### config.mk
export PLATFORM = sky130hd
export DESIGN_NAME = xbus_wait_ctrl
export DESIGN_NICKNAME = d
export VERILOG_FILES = /design/src/rtl/xbus_pkg.sv /design/src/rtl/xbus_ack_sync.sv /design/src/rtl/xbus_wait_timer.sv /design/src/rtl/xbus_wait_ctrl.sv
export SDC_FILE = /design/constraint.sdc
export NUM_CORES = 1
export LEC_CHECK = 0
export BUFFER_PORTS_ARGS = -buffer_cell sky130_fd_sc_hd__clkbuf_2
export CAP_MARGIN = 20
export CORE_UTILIZATION = 35
export CTS_BUF_LIST = sky130_fd_sc_hd__clkbuf_16
export DETAILED_ROUTE_END_ITERATION = 10
export MAX_ROUTING_LAYER = met4
export PLACE_DENSITY = 0.6
export SYNTH_ARGS = -nofsm -noshare
export SYNTH_HDL_FRONTEND = slang
export SYNTH_SLANG_ARGS = --single-unit
### constraint.sdc
create_clock -name clk -period 4.2 [get_ports clk]
set_input_delay 0 -clock clk [delete_from_list [all_inputs] [get_ports clk]]
set_output_delay 0 -clock clk [all_outputs]
set_load 0.005 [all_outputs]
### src/rtl/xbus_pkg.sv
package xbus_pkg;
    localparam int XB_DATA_W = 24;
    localparam int XB_WAIT_W = 4;

    typedef enum logic {
        XB_IDLE   = 1'b0,
        XB_ACTIVE = 1'b1
    } xb_state_e;

    typedef struct packed {
        logic write;
        logic zero_wait;
    } xb_cyc_t;

    // Effective acknowledge: raw pin (active low) or synchronized copy
    function automatic logic xb_ack_pick(input logic async_mode,
                                         input logic raw_n,
                                         input logic synced);
        return async_mode ? synced : ~raw_n;
    endfunction
endpackage

### src/rtl/xbus_ack_sync.sv
module xbus_ack_sync #(
    parameter int STAGES = 2
) (
    input  logic clk,
    input  logic rst,
    input  logic ack_n_i,
    output logic ack_sync_o
);
    logic [STAGES-1:0] chain_q;

    always_ff @(posedge clk) begin
        if (rst) chain_q <= '0;
        else     chain_q <= {chain_q[STAGES-2:0], ~ack_n_i};
    end

    assign ack_sync_o = chain_q[STAGES-1];
endmodule

### src/rtl/xbus_wait_timer.sv
module xbus_wait_timer #(
    parameter int WAIT_W = 4
) (
    input  logic              clk,
    input  logic              rst,
    input  logic              load_i,
    input  logic [WAIT_W-1:0] load_val_i,
    input  logic              step_i,
    output logic              expired_o
);
    logic [WAIT_W-1:0] cnt_q;

    always_ff @(posedge clk) begin
        if (rst)                        cnt_q <= '0;
        else if (load_i)                cnt_q <= load_val_i;
        else if (step_i && cnt_q != '0) cnt_q <= cnt_q - 1'b1;
    end

    assign expired_o = (cnt_q == '0);
endmodule

### src/rtl/xbus_wait_ctrl.sv
module xbus_wait_ctrl
    import xbus_pkg::*;
#(
    parameter int ADDR_W = 16,
    parameter int DATA_W = XB_DATA_W,
    parameter int WAIT_W = XB_WAIT_W,
    parameter int SYNC_STAGES = 2
) (
    input  logic              clk,
    input  logic              rst,
    input  logic              halt_i,
    input  logic              own_bus_i,
    input  logic [WAIT_W-1:0] min_wait_i,
    input  logic              ack_async_i,
    input  logic              req_valid_i,
    input  logic              req_write_i,
    input  logic [ADDR_W-1:0] req_addr_i,
    input  logic [DATA_W-1:0] req_wdata_i,
    output logic              req_ready_o,
    output logic              done_o,
    output logic [DATA_W-1:0] rdata_o,
    input  logic              ack_n_i,
    output logic [ADDR_W-1:0] addr_o,
    output logic              rd_n_o,
    output logic              wr_n_o,
    output logic              strobe_oe_o,
    input  logic [DATA_W-1:0] data_i,
    output logic [DATA_W-1:0] data_o,
    output logic              data_oe_o
);
    localparam int LEN_W = 16;

    xb_state_e         st_q;
    xb_cyc_t           cyc_q;
    logic [ADDR_W-1:0] addr_q;
    logic [DATA_W-1:0] wdata_q;
    logic [DATA_W-1:0] rdata_q;
    logic              done_q;
    logic              doe_q;

    logic accept, run, finish, timer_expired, ack_synced, ack_eff;

    assign req_ready_o = (st_q == XB_IDLE) && own_bus_i && !halt_i;
    assign accept      = req_ready_o && req_valid_i;
    assign run         = (st_q == XB_ACTIVE) && !halt_i;

    xbus_ack_sync #(.STAGES(SYNC_STAGES)) u_sync (
        .clk        (clk),
        .rst        (rst),
        .ack_n_i    (ack_n_i),
        .ack_sync_o (ack_synced)
    );

    xbus_wait_timer #(.WAIT_W(WAIT_W)) u_timer (
        .clk        (clk),
        .rst        (rst),
        .load_i     (accept),
        .load_val_i (min_wait_i),
        .step_i     (run),
        .expired_o  (timer_expired)
    );

    assign ack_eff = xb_ack_pick(ack_async_i, ack_n_i, ack_synced);
    assign finish  = run && timer_expired && (cyc_q.zero_wait || ack_eff);

    always_ff @(posedge clk) begin
        if (rst) begin
            st_q    <= XB_IDLE;
            cyc_q   <= '0;
            addr_q  <= '0;
            wdata_q <= '0;
            rdata_q <= '0;
            done_q  <= 1'b0;
            doe_q   <= 1'b0;
        end else begin
            done_q <= finish;
            if (accept) begin
                st_q            <= XB_ACTIVE;
                cyc_q.write     <= req_write_i;
                cyc_q.zero_wait <= (min_wait_i == '0);
                addr_q          <= req_addr_i;
                wdata_q         <= req_wdata_i;
                doe_q           <= req_write_i;
            end else if (finish) begin
                st_q <= XB_IDLE;
                if (!cyc_q.write) rdata_q <= data_i;
                doe_q <= cyc_q.write;     // one-clock tail after a write
            end else if (st_q == XB_IDLE) begin
                doe_q <= 1'b0;
            end
        end
    end

    assign rd_n_o      = !((st_q == XB_ACTIVE) && !cyc_q.write);
    assign wr_n_o      = !((st_q == XB_ACTIVE) &&  cyc_q.write);
    assign strobe_oe_o = own_bus_i && !halt_i && !rst;
    assign addr_o      = addr_q;
    assign data_o      = wdata_q;
    assign data_oe_o   = doe_q;
    assign done_o      = done_q;
    assign rdata_o     = rdata_q;

    // ---------------- assertions ----------------
    logic [LEN_W-1:0]  len_q;
    logic [WAIT_W-1:0] wait_q;

    always_ff @(posedge clk) begin
        if (rst) begin
            len_q  <= '0;
            wait_q <= '0;
        end else if (accept) begin
            len_q  <= LEN_W'(1);
            wait_q <= min_wait_i;
        end else if (run && !finish && len_q != '1) begin
            len_q <= len_q + 1'b1;
        end
    end

    // strobes mutually exclusive and only inside a cycle
    a_r1_strobe_excl: assert property (@(posedge clk) disable iff (rst)
        !(!rd_n_o && !wr_n_o));
    a_r1_idle_quiet: assert property (@(posedge clk) disable iff (rst)
        (st_q == XB_IDLE) |-> (rd_n_o && wr_n_o));
    // drivers released without ownership or while halted
    a_r2_release: assert property (@(posedge clk) disable iff (rst)
        (!own_bus_i || halt_i) |-> !strobe_oe_o);
    // no cycle ends before its programmed minimum
    a_r3_min_len: assert property (@(posedge clk) disable iff (rst)
        done_q |-> (len_q >= LEN_W'(wait_q) + LEN_W'(1)));
    // a zero-wait cycle lasts one running clock
    a_r5_zero_wait: assert property (@(posedge clk) disable iff (rst)
        ((st_q == XB_ACTIVE) && cyc_q.zero_wait && !halt_i) |=> (st_q == XB_IDLE));
    // done is a single-clock pulse
    a_r8_done_pulse: assert property (@(posedge clk) disable iff (rst)
        done_o |=> !done_o);
    // data drivers never overlap a read strobe
    a_r9_no_overlap: assert property (@(posedge clk) disable iff (rst)
        !rd_n_o |-> !data_oe_o);
    // a request is never taken while a cycle runs
    a_r10_busy: assert property (@(posedge clk) disable iff (rst)
        (st_q == XB_ACTIVE) |-> !req_ready_o);
endmodule

==> results of run 1 <==
[Yosys cell counts, types with 2 or more instances]
| master | count | share of area |
|---|---|---|
| dfxtp_1 | 75 | 0.51 |
| mux2i_1 | 24 | 0.082 |
| inv_1 | 2 | 0.0026 |
| buf_4 | 5 | 0.013 |
| nor3b_1 | 2 | 0.0051 |
| ha_1 | 2 | 0.0086 |
| buf_12 | 2 | 0.014 |
| clkbuf_1 | 14 | 0.018 |
| nor2_1 | 5 | 0.0064 |
| nand3_1 | 2 | 0.0034 |
| nand2b_1 | 15 | 0.032 |
| a21oi_1 | 45 | 0.077 |
| and2_1 | 2 | 0.0043 |
| nor2b_1 | 3 | 0.0064 |
| a311oi_1 | 2 | 0.0060 |
| nand2_1 | 123 | 0.16 |
[flip-flops by register name, indices dropped and copies added, names as in the netlist]
name	cells
addr_o	16
done_o	1
st_q	1
cyc_q	2
u_timer.cnt_q	4
rdata_o	24
data_oe_o	1
u_sync.chain_q	2
data_o	24
[cell type report]
type | instances | area share
timing repair buffer | 219 | 0.314
clock buffer | 9 | 0.0486
multi-input combinational | 237 | 0.274
sequential | 75 | 0.324
inverter | 3 | 0.00243
clock inverter | 7 | 0.00971
tap | 102 | 0.0275
[logic make-up after synthesis]
family          Yosys count  share of synthesized area
simple gates            158                      0.240
flops                    75                      0.514
compound gates           53                      0.105
buf+inv                  25                     0.0501
mux                      24                     0.0823
fa+ha+maj                 2                    0.00857
[stage by stage]
step	worst slack (ns)	power [mW]	cell area (µm²)
3_5_place_dp	2.18	0.882	3670
6_report	2.15	1.61	4640
5_1_grt	1.93	1.69	4640
4_1_cts	2.16	1.63	4640
2_1_floorplan	2.67	0.819	2920
3_3_place_gp	2.21	0.880	3670
[path summary, 6_finish.rpt]
check / slack (ns) / to / from
hold reg to reg: 0.44 / u_sync.chain_q[1]$_SDFF_PP0_ / u_sync.chain_q[0]$_SDFF_PP0_
setup / recovery: 2.15 / data_o[0]$_SDFFE_PP0P_ / st_q$_SDFFE_PP0P_
setup reg to reg: 2.15 / data_o[0]$_SDFFE_PP0P_ / st_q$_SDFFE_PP0P_
hold / removal: 0.06 / u_timer.cnt_q[0]$_SDFFE_PP0P_ / min_wait_i[0]
[placed cells by master (no fill, tap or decap), drive strengths merged, types with 2 or more instances in the layout]
cell type,count
dlygate4sd3,70
nor2,6
inv,2
clkbuf,154
dfxtp,75
ha,2
nor3b,3
mux2i,24
a21oi,45
nand2,123
buf,4
nor2b,3
a311oi,2
nand3,3
clkinvlp,3
nand2b,15
and2,2
clkinv,5
[worst max-delay path, stage by stage, from the launching register on]
cell     delay [ns]
dfxtp_1        0.36
nor3b_1        0.31
and2_1         0.64
buf_4          0.40
nand2_1        0.11
a21oi_1        0.14
[power breakdown]
| group | switching [mW] | internal (mW) | total, mW | leakage [nW] |
|---|---|---|---|---|
| Sequential | 0.0105 | 0.730 | 0.741 | 0.608 |
| Combinational | 0.0773 | 0.102 | 0.179 | 1.26 |
| Clock | 0.291 | 0.396 | 0.687 | 0.125 |
[routing by layer]
| layer | up-vias | global-route usage |
|---|---|---|
| met2 | 102 | 0.326 |
| met4 | 0 | 0.0744 |
| met3 | 10 | 0.0618 |
| met5 | - | - |
| met1 | 1345 | 0.222 |
| li1 | 1522 | - |
[timing repair]
item                                   in CTS  in global routing
setup endpoints to repair                   0                  0
endpoints found under the hold margin      71                  0
hold buffers                               70                  0
==> results.cfg, run 1 <==
[setup_path]
cp.arrival_ns = 2.30
critical_path_class = reg -> reg
cp_max_fo = 26
cp.required_ns = 4.45
cp-start-kind = flip-flop
cp-end-kind = flip-flop
reg2reg_depth = 5

[flow_run]
drv_cap = 0

[cts]
cts_sinks = 75
cts_buffer_depth = 2
post_cts_buffers = 0
htree_levels = 3
cts-resized-gates = 0
root_buffer = clkbuf_16
path_clk_slew_ns = 0.06
clk-insertion-delay-late_ns = 0.33
numCtsBuffers = 9
cts_tree = built

[timing]
rsz0062_at_grt = no
hold_slack_ns = 0.0647
fmaxAchievable_ghz = 0.487
max_slew_margin = 0.524
finalHoldViolCount = 0
fin_crit_sh = 0.489
period_needed_ns = 2.05
worst_pin_slew_ns = 0.714
finalSetupTns_ns = 0
slew_viol_final = 0
setup_viol = 0
skew_ns = 0.00892

[synthesis]
syn-instance-count = 337
ys_warn_count = 0
synth_edf_count = 0
syn_nets = 415
synth-seq-area-share = 0.514
synth-async-reset-ratio = 0
syn_area_mm2 = 0.00292
synth_seq_cells = 75
synth_ff_type = dfxtp_1
ys_types = 30
syn_avg_cell_area_um2 = 8.66

[detailed_routing]
wl_per_cell_um = 12.3
ant_nets = 0
route.met2.wl_mm = 3.89
num_vias = 2979
wl_met1_mm = 3.51
via_per_inst = 4.57
totalWireLength_mm = 8.05
firstDrtPassIters = 4
top_layer = met4
initialDrtViolationCount = 98
drc = 0
met3WireLength_um = 536

[power]
power.density_mw_per_mm2 = 346
p_leak_nw = 2.00
ir_worst_vdd_v = 0.000197

[global_route]
grtUsageTotal = 0.197
grt-ovfl-total = 0
grt_antenna_before_repair = 0
grt_max_degree = 67
grt_pass1_vias = 2822
grt_pass1_wl_mm = 13.1

[final_layout]
fill_cells = 708
syn2layout_area_growth_pct = 58.9
fin_nets = 623
drive_above_1_share = 0.305
regArea_mm2 = 0.00150
multi_input_area_mm2 = 0.00127
diodes = 0
fin_util = 0.588
instances_no_fill = 652

[die]
io_pins = 146
die_w_um = 93.3
die_area_mm2 = 0.00871
initial_core_util = 0.370
core_mm2 = 0.00789
fp-row-count = 32
chipHeight_um = 93.3

[place]
dp_hpwl_mm = 4.96
port-buffer-count = 145
placedCellCount = 566
gp_congestion = 0.708

[hold_path]
hold_class = in -> reg
min_path_cells = 3

[status]
status = finished, final reports clean
Note: power is estimated with default switching activity, not from simulation.
==> run 2, diff against run 1 <==
--- a/config.mk
+++ b/config.mk
@@ -11,7 +11,7 @@
 export CTS_BUF_LIST = sky130_fd_sc_hd__clkbuf_16
 export DETAILED_ROUTE_END_ITERATION = 10
 export MAX_ROUTING_LAYER = met4
-export PLACE_DENSITY = 0.6
+export PLACE_DENSITY = 0.62
 export SYNTH_ARGS = -nofsm -noshare
 export SYNTH_HDL_FRONTEND = slang
 export SYNTH_SLANG_ARGS = --single-unit
==> constraint.sdc (replaced) <==
create_clock -name clk -period 1.65 [get_ports clk]
set_input_delay 0 -clock clk [delete_from_list [all_inputs] [get_ports clk]]
set_output_delay 0 -clock clk [all_outputs]
set_load 0.005 [all_outputs]
==> results.cfg, run 2 (synthesized netlist as in run 1, its figures left out) <==
[cts]
root_buffer = clkbuf_16
post_cts_buffers = 0
numCtsBuffers = 9
cts_buffer_depth = 2
path_clk_slew_ns = 0.06
cts_tree = built
cts_sinks = 75
clk-insertion-delay-late_ns = 0.32
htree_levels = 3

[power]
ir_worst_vdd_v = 0.000518
power.density_mw_per_mm2 = 893
p_leak_nw = 2.06
total_power_mw = 4.25

[final_layout]
final_common_cell = clkbuf_2
fin_nets = 629
diodes = 0
drive_above_1_share = 0.318
layout_common_cells = clkbuf_2 (145), nand2_1 (123), dfxtp_1 (74), dlygate4sd3_1 (70), a21oi_1 (45)
syn2layout_area_growth_pct = 63.3
final_cell_area_mm2 = 0.00477

[detailed_routing]
num_vias = 2967
initialDrtViolationCount = 88
totalWireLength_mm = 8.15
drc = 0
wl_per_cell_um = 12.4
via_per_inst = 4.51
ant_nets = 0
firstDrtPassIters = 4

[flow_run]
drv_cap = 0

[setup_path]
cpMaxStageDelayCell = dfxtp_1
worst-path-buf-inv = 2
r2r_slack_ns = 0.12
crit_chain = inv_1 > ha_1 > nor2b_2 > o311ai_4 > nor2_8 > buf_12 > mux2i_1
cp-end-kind = flip-flop
cp_top_family = simple AND/OR/NAND/NOR gates
cp.required_ns = 1.89
crit_path_max_incr_delay_ns = 0.31
cp-start-kind = flip-flop
cp.arrival_ns = 1.77
critical_path_class = reg -> reg
cp_max_fo = 14

[die]
core_mm2 = 0.00789
io_pins = 146
chipHeight_um = 93.3
die_area_mm2 = 0.00871
initial_core_util = 0.370
die_w_um = 93.3
fp-row-count = 32

[timing]
rsz0062_at_grt = no
setup_viol = 0
hold_slack_ns = 0.0695
max_slew_margin = 0.558
finalHoldViolCount = 0
fin_crit_sh = 0.925
skew_ns = 0.00507
fmaxAchievable_ghz = 0.655
period_needed_ns = 1.53
slew_viol_final = 0
worst_pin_slew_ns = 0.659
finalSetupTns_ns = 0

[global_route]
grt_pass1_wl_mm = 13.0
grtUsageTotal = 0.193
grt_max_degree = 66
grt-ovfl-total = 0
grt_pass1_vias = 2905
grt_antenna_before_repair = 0

[place]
port-buffer-count = 145
dpl_cell_area_mm2 = 0.00376
dp_hpwl_mm = 5.10
gp_congestion = 0.724

[hold_path]
hold_class = in -> reg

[status]
status = finished, final reports clean
run 2: power by group:
group | leakage [nW] | switching [mW] | total [mW] | internal, mW
clock network | 0.147 | 0.728 | 1.90 | 1.17
logic | 1.31 | 0.200 | 0.473 | 0.273
registers | 0.608 | 0.0274 | 1.89 | 1.86
run 2: timing repair:
item                       CTS  global route
hold buffers                70             0
hold endpoints to repair    71             0
gates resized for setup      0             4
setup endpoints to repair    0            50
run 2: per-stage QoR:
| stage | utilization | worst slack, ns | instances |
|---|---|---|---|
| final | 0.604 | 0.124 | 658 |
| after global routing | 0.604 | 0.0195 | 658 |
| after CTS | 0.603 | 0.0419 | 658 |
| after detailed placement | 0.477 | 0.0539 | 572 |
| after global placement | 0.477 | 0.124 | 572 |
| after floorplan | - | 0.123 | 337 |
run 2: worst reg2reg max path, delay by kind of cell (launching register included):
kind | cells | cell delay, ns
muxes | 1 | 0.20
buffers and inverters | 2 | 0.27
DFF | 1 | 0.31
AOI/OAI and AO/OA | 1 | 0.16
and+or+nand+nor | 2 | 0.33
adders and majority gates | 1 | 0.18
run 2: path summary, 6_finish.rpt:
path / cells past startpoint / endpoint / startpoint
min reg2reg: 1 / u_sync.chain_q[1]$_SDFF_PP0_ / u_sync.chain_q[0]$_SDFF_PP0_
max reg2reg: 7 / rdata_o[15]$_SDFFE_PP0P_ / u_timer.cnt_q[1]$_SDFFE_PP0P_
min: 3 / u_timer.cnt_q[0]$_SDFFE_PP0P_ / min_wait_i[0]
max: 7 / rdata_o[15]$_SDFFE_PP0P_ / u_timer.cnt_q[1]$_SDFFE_PP0P_
run 2: final cells by class:
| cell class | instances | area, µm² |
|---|---|---|
| repair buffers | 225 | 1550 |
| multi-input cells | 237 | 1280 |
| clock buffers | 9 | 225 |
| fillers | 681 | 3120 |
| flip-flops and latches | 75 | 1500 |
| clock inverters | 7 | 68.8 |
| well taps | 102 | 128 |
| inverters | 3 | 11.3 |
run 2: metal layers:
layer  wire (µm)  GRT usage
met1        3570      0.217
met2        4000      0.335
met3         487     0.0463
met4          90     0.0641
met5           0          -
